==> src/rtl/frt_pkg.sv <==
package frt_pkg;
  localparam int unsigned DATA_W   = 8;
  localparam int unsigned FLAG_POS = 7;
  localparam logic [DATA_W-1:0] FLAG_MASK = 8'h80;
  localparam int unsigned SLOT_CNT_HI = 0;
  localparam int unsigned SLOT_CNT_LO = 1;
  localparam int unsigned SLOT_FLAG   = 2;
endpackage

==> src/rtl/frt_counter.sv <==
module frt_counter #(
  parameter int unsigned CNT_W = 16
) (
  input  logic             clk,
  input  logic             rst,
  input  logic             tmr_en,
  input  logic             tick_en,
  output logic [CNT_W-1:0] cnt,
  output logic             wrap
);
  localparam logic [CNT_W-1:0] CNT_TOP = '1;

  logic adv;
  assign adv  = tmr_en & tick_en;
  assign wrap = adv && (cnt == CNT_TOP);

  always_ff @(posedge clk) begin
    if (rst) cnt <= '0;
    else if (adv) cnt <= cnt + 1'b1;
  end

  AST_CNT_HOLD: assert property (@(posedge clk) disable iff (rst)
    !(tmr_en && tick_en) |=> $stable(cnt));
  AST_CNT_ROLL: assert property (@(posedge clk) disable iff (rst)
    wrap |=> (cnt == '0));
endmodule

==> src/rtl/frt_flag.sv <==
module frt_flag (
  input  logic clk,
  input  logic rst,
  input  logic wrap,
  input  logic w1c_req,
  input  logic clr_allow,
  input  logic fast_req,
  output logic flag_q
);
  logic clr;
  assign clr = (w1c_req & clr_allow) | fast_req;

  always_ff @(posedge clk) begin
    if (rst) flag_q <= 1'b0;
    else if (wrap) flag_q <= 1'b1;
    else if (clr) flag_q <= 1'b0;
  end

  AST_OVF_SETS_FLAG: assert property (@(posedge clk) disable iff (rst)
    wrap |=> flag_q);
  AST_SET_BEATS_CLEAR: assert property (@(posedge clk) disable iff (rst)
    (wrap && (w1c_req || fast_req)) |=> flag_q);
  AST_LOCKED_NO_CLEAR: assert property (@(posedge clk) disable iff (rst)
    (flag_q && !fast_req && !clr_allow) |=> flag_q);
endmodule

==> src/rtl/frt_regif.sv <==
module frt_regif
  import frt_pkg::*;
#(
  parameter int unsigned ADDR_W = 4,
  parameter int unsigned CNT_W  = 16
) (
  input  logic              clk,
  input  logic              rst,
  input  logic [ADDR_W-1:0] bus_addr,
  input  logic              bus_rd,
  input  logic              bus_wr,
  input  logic [CNT_W-1:0]  cnt,
  input  logic              flag_q,
  output logic              cnt_acc,
  output logic              flag_wr,
  output logic [DATA_W-1:0] bus_rdata
);
  localparam logic [ADDR_W-1:0] A_HI   = ADDR_W'(SLOT_CNT_HI);
  localparam logic [ADDR_W-1:0] A_LO   = ADDR_W'(SLOT_CNT_LO);
  localparam logic [ADDR_W-1:0] A_FLAG = ADDR_W'(SLOT_FLAG);

  logic sel_hi, sel_lo, sel_flag;
  logic [DATA_W-1:0] lo_latch;
  logic [DATA_W-1:0] rd_mux;

  assign sel_hi   = (bus_addr == A_HI);
  assign sel_lo   = (bus_addr == A_LO);
  assign sel_flag = (bus_addr == A_FLAG);
  assign cnt_acc  = (bus_rd | bus_wr) & (sel_hi | sel_lo);
  assign flag_wr  = bus_wr & sel_flag;

  always_comb begin
    rd_mux = '0;
    if (sel_hi)        rd_mux = cnt[CNT_W-1 -: DATA_W];
    else if (sel_lo)   rd_mux = lo_latch;
    else if (sel_flag) rd_mux[FLAG_POS] = flag_q;
  end

  always_ff @(posedge clk) begin
    if (rst) begin
      lo_latch  <= '0;
      bus_rdata <= '0;
    end else if (bus_rd) begin
      bus_rdata <= rd_mux;
      if (sel_hi) lo_latch <= cnt[DATA_W-1:0];
    end
  end

  AST_FLAG_PAD_ZERO: assert property (@(posedge clk) disable iff (rst)
    (bus_rd && sel_flag) |=> ((bus_rdata & ~FLAG_MASK) == '0));
  AST_UNMAPPED_ZERO: assert property (@(posedge clk) disable iff (rst)
    (bus_rd && !sel_hi && !sel_lo && !sel_flag) |=> (bus_rdata == '0));
  AST_RDATA_HOLD: assert property (@(posedge clk) disable iff (rst)
    !bus_rd |=> $stable(bus_rdata));
endmodule

==> src/rtl/frt_overflow_timer.sv <==
module frt_overflow_timer
  import frt_pkg::*;
#(
  parameter int unsigned ADDR_W = 4,
  parameter int unsigned CNT_W  = 16
) (
  input  logic              clk,
  input  logic              rst,
  input  logic [ADDR_W-1:0] bus_addr,
  input  logic              bus_rd,
  input  logic              bus_wr,
  input  logic [7:0]        bus_wdata,
  output logic [7:0]        bus_rdata,
  input  logic              tmr_en,
  input  logic              pacc_en,
  input  logic              fast_clr,
  input  logic              tick_en,
  input  logic              ovf_ie,
  output logic              irq
);
  logic [CNT_W-1:0] cnt;
  logic wrap, flag_q, cnt_acc, flag_wr;
  logic w1c_req, fast_req, clr_allow;

  assign w1c_req   = flag_wr & (|(bus_wdata & FLAG_MASK));
  assign fast_req  = fast_clr & cnt_acc;
  assign clr_allow = tmr_en | pacc_en;

  frt_counter #(.CNT_W(CNT_W)) u_cnt (
    .clk(clk), .rst(rst), .tmr_en(tmr_en), .tick_en(tick_en),
    .cnt(cnt), .wrap(wrap)
  );

  frt_flag u_flag (
    .clk(clk), .rst(rst), .wrap(wrap), .w1c_req(w1c_req),
    .clr_allow(clr_allow), .fast_req(fast_req), .flag_q(flag_q)
  );

  frt_regif #(.ADDR_W(ADDR_W), .CNT_W(CNT_W)) u_regs (
    .clk(clk), .rst(rst), .bus_addr(bus_addr), .bus_rd(bus_rd),
    .bus_wr(bus_wr), .cnt(cnt), .flag_q(flag_q),
    .cnt_acc(cnt_acc), .flag_wr(flag_wr), .bus_rdata(bus_rdata)
  );

  always_ff @(posedge clk) begin
    if (rst) irq <= 1'b0;
    else irq <= flag_q & ovf_ie;
  end

  AST_IRQ_MASKED: assert property (@(posedge clk) disable iff (rst)
    !ovf_ie |=> !irq);
  AST_FAST_CLEARS: assert property (@(posedge clk) disable iff (rst)
    (fast_req && !wrap) |=> !flag_q);
endmodule

==> config.mk <==
export PLATFORM = sky130hd
export DESIGN_NAME = frt_overflow_timer
export DESIGN_NICKNAME = d
export VERILOG_FILES = /design/src/rtl/frt_pkg.sv /design/src/rtl/frt_counter.sv /design/src/rtl/frt_flag.sv /design/src/rtl/frt_regif.sv /design/src/rtl/frt_overflow_timer.sv
export SDC_FILE = /design/constraint.sdc
export NUM_CORES = 1
export LEC_CHECK = 0
export BUFFER_PORTS_ARGS = -buffer_cell sky130_fd_sc_hd__buf_2
export CORE_ASPECT_RATIO = 0.6
export CORE_MARGIN = 10
export CORE_UTILIZATION = 30
export DETAILED_ROUTE_END_ITERATION = 10
export SETUP_SLACK_MARGIN = 0.3
export SYNTH_ARGS = -nofsm -noshare
export SYNTH_HDL_FRONTEND = slang
export SYNTH_HIERARCHICAL = 1
export SYNTH_SLANG_ARGS = --single-unit
export TNS_END_PERCENT = 30
==> constraint.sdc <==
create_clock -name clk -period 2.9 [get_ports clk]
set_clock_uncertainty 0.2 [all_clocks]
set_input_delay 0.145 -clock clk [delete_from_list [all_inputs] [get_ports clk]]
set_output_delay 0.145 -clock clk [all_outputs]
set_load 0.01 [all_outputs]
==> flow_summary.json <==
{
  "status": "finished clean",
  "slew_viol_final": 0,
  "cp_data_arrival_time_ns": 1.90,
  "endpoint_kind": "flop",
  "routed-via-count": 1263,
  "crit_family": "simple AND/OR/NAND/NOR gates",
  "area_delta_synth_final_pct": 17.8,
  "ant_nets": 0,
  "intPower_uw": 764,
  "antenna_found_initial": 0,
  "drt_wl_total_mm": 3.55,
  "whs_ns": 0.00464,
  "maxCapViolCount": 0,
  "grt_max_degree": 37,
  "postPlaceCellArea_um2": 1750,
  "start_util_pct": 31.3,
  "min_path_type": "primary input to flop",
  "synth.yosys.warnings": 6,
  "vdd_drop_max_mv": 0.173,
  "rows": 20,
  "diodes": 0,
  "p_leak_nw": 0.670,
  "slew_headroom_pct": 62.2,
  "io_buffers": 22,
  "nets": 221,
  "drc_errors": 0,
  "ios": 30,
  "yosysTopAreaCellShare_pct": 42.7,
  "worstSetupPathType": "flop to flop",
  "design_area_um2": 1880,
  "yosysTopAreaCell": "dfxtp_1",
  "synth_fp_nets": 196,
  "postSynth.asyncResetShare_pct": 0,
  "period_minus_slack_ns": 1.89,
  "power_switching_uw": 197,
  "p_per_area_nw_per_um2": 511,
  "rsz0062_at_grt": "false",
  "drive_gt1_share_pct": 18.1,
  "syn-cell-area_um2": 1600,
  "core_area_um2": 5100,
  "hold_viol": 0,
  "timing.final.crit_share_pct": 65.2,
  "netlist_top_cells_count": "dfxtp_1 (34), nand2_1 (16), nand2b_1 (16)",
  "clkPwrFrac_pct": 46.3,
  "cts_buffers": 5,
  "vias_per_cell": 4.77,
  "setup_viol": 0,
  "nFillCells": 558,
  "grt_pass1_wl_mm": 6.06,
  "grt_usage_pct": 8.46,
  "synth_edf_count": 0,
  "swShare_pct": 20.5,
  "post-cts-setup-buffers": 0,
  "die_x_um": 114,
  "grt-ovfl-total": 0,
  "grt_pass1_vias": 1224,
  "p_seq_share_pct": 49.0,
  "htree_levels": 2,
  "ys_ff_latch": 34,
  "worst_slew_pin_slew_ns": 0.567,
  "dpl.hpwl_mm": 2.61,
  "wire_per_inst_um": 13.4,
  "cp_slowest_cell": "or4_1",
  "clk_path_buf_depth": 2,
  "power_uw": 961,
  "p_comb_share_pct": 4.7,
  "die_area_um2": 8730,
  "yosysSeqAreaShare_pct": 42.7,
  "synth.most_common_cell": "dfxtp_1",
  "first_iter_violations": 33,
  "final.setup.tns_ns": 0,
  "crit_chain": "and4_4 > nand3_2 > or4_1 > a21oi_1",
  "cts-root-buf": "clkbuf_8",
  "required_ns": 2.91,
  "worst-path-buf-inv": 0,
  "max_freq_ghz": 0.529,
  "syn_avg_cell_area_um2": 9.17,
  "worstPathMaxFanout": 11,
  "firstDrtPassIters": 4,
  "clock-sinks": 34,
  "die_y_um": 76.5,
  "slowest_delay_ns": 0.52,
  "syn_inst": 174,
  "cp-start-kind": "flop",
  "gp_congestion": 0.810,
  "ys.flop_type": "dfxtp_1",
  "path_clk_slew_ns": 0.07,
  "clkLatencyLatePin_ns": 0.28,
  "synthTopCellsByArea": "dfxtp_1 (43%), mux2i_1 (9.4%), nand2b_1 (6.3%)",
  "cts_tree": "built",
  "synth_cell_types": 37
}
## flip-flops by register name, indices dropped and copies added (netlist names)
signal,cells
u_regs/lo_latch,8
u_cnt/cnt,16
u_regs/bus_rdata,8
irq,1
u_flag/flag_q,1
## worst register-to-register path, delay by kind of cell (launching register included)
| kind | cells | cell delay [ns] |
|---|---|---|
| simple gates | 3 | 0.99 |
| flops | 1 | 0.47 |
| compound gates | 1 | 0.16 |
## through the flow
step                setup slack, ns  utilization (%)  std cells
finish                         1.01             36.8        265
global route                  0.877             36.8        265
CTS                           0.996             36.8        265
detailed placement             1.04             34.2        256
global placement               1.07             34.2        256
floorplan                      1.18                -        174
## cells by family after synthesis
kind of cell	Yosys count	share of synthesized area [%]
buffers and inverters	10	3.53
adders and majority gates	1	0.784
AOI/OAI and AO/OA	23	8.23
and+or+nand+nor	81	29.9
muxes	15	9.41
DFF	34	42.7
xor gates and xnor gates	10	5.49
## placed cells by master (no fill, tap or decap), types with 2 or more instances in the layout
cell,instances
mux2i_1,15
nand4_1,5
dfxtp_1,34
buf_2,22
nor4_1,3
o31ai_1,4
and4_1,2
nand3_1,5
or4_1,4
nand2b_1,16
xor2_1,8
xnor2_1,2
and2_1,2
a21oi_1,7
clkbuf_8,6
inv_1,4
nor2_1,15
nand2_1,16
o21ai_0,9
dlygate4sd3_1,2
## path summary, 6_finish.rpt
kind,start,endpoint,slack (ns),depth (start not counted)
setup reg to reg,u_cnt/cnt[3],u_cnt/cnt[13],1.01,4
hold reg to reg,u_regs/bus_rdata[3],u_regs/bus_rdata[3],0.25,2
hold / removal,tmr_en,u_cnt/cnt[1],0.005,3
setup / recovery,u_cnt/cnt[3],u_cnt/cnt[13],1.01,4
## metal layers
metal	track usage, %	vias up	wire length, um
met5	0	-	0
met4	2.99	0	41
met3	3.93	5	205
met2	11.0	20	1370
met1	11.6	579	1930
li1	-	659	-
## power by group through the flow
stage / clock network (mW) / registers [mW] / logic, mW
final: 0.445 / 0.471 / 0.0452
after global routing: 0.473 / 0.471 / 0.0505
after CTS: 0.454 / 0.471 / 0.0456
after detailed placement: 0 / 0.482 / 0.0434
after global placement: 0 / 0.482 / 0.0431
after floorplan: 0 / 0.481 / 0.0250
## repair_timing
item                      in CTS  in global routing
hold buffers                   2                  0
hold endpoints to repair       2                  0
gates resized for setup        0                  0
## cell type report
class | instances | area [um^2] | share of cell area, %
Multi-Input combinational cell | 130 | 858 | 45.7
Sequential cell | 34 | 681 | 36.2
Timing Repair Buffer | 24 | 130 | 6.92
Clock buffer | 6 | 82.6 | 4.39
Tap cell | 66 | 82.6 | 4.39
Clock inverter | 1 | 30.0 | 1.60
Inverter | 4 | 15.0 | 0.799
(Power assumes the default switching activity.)
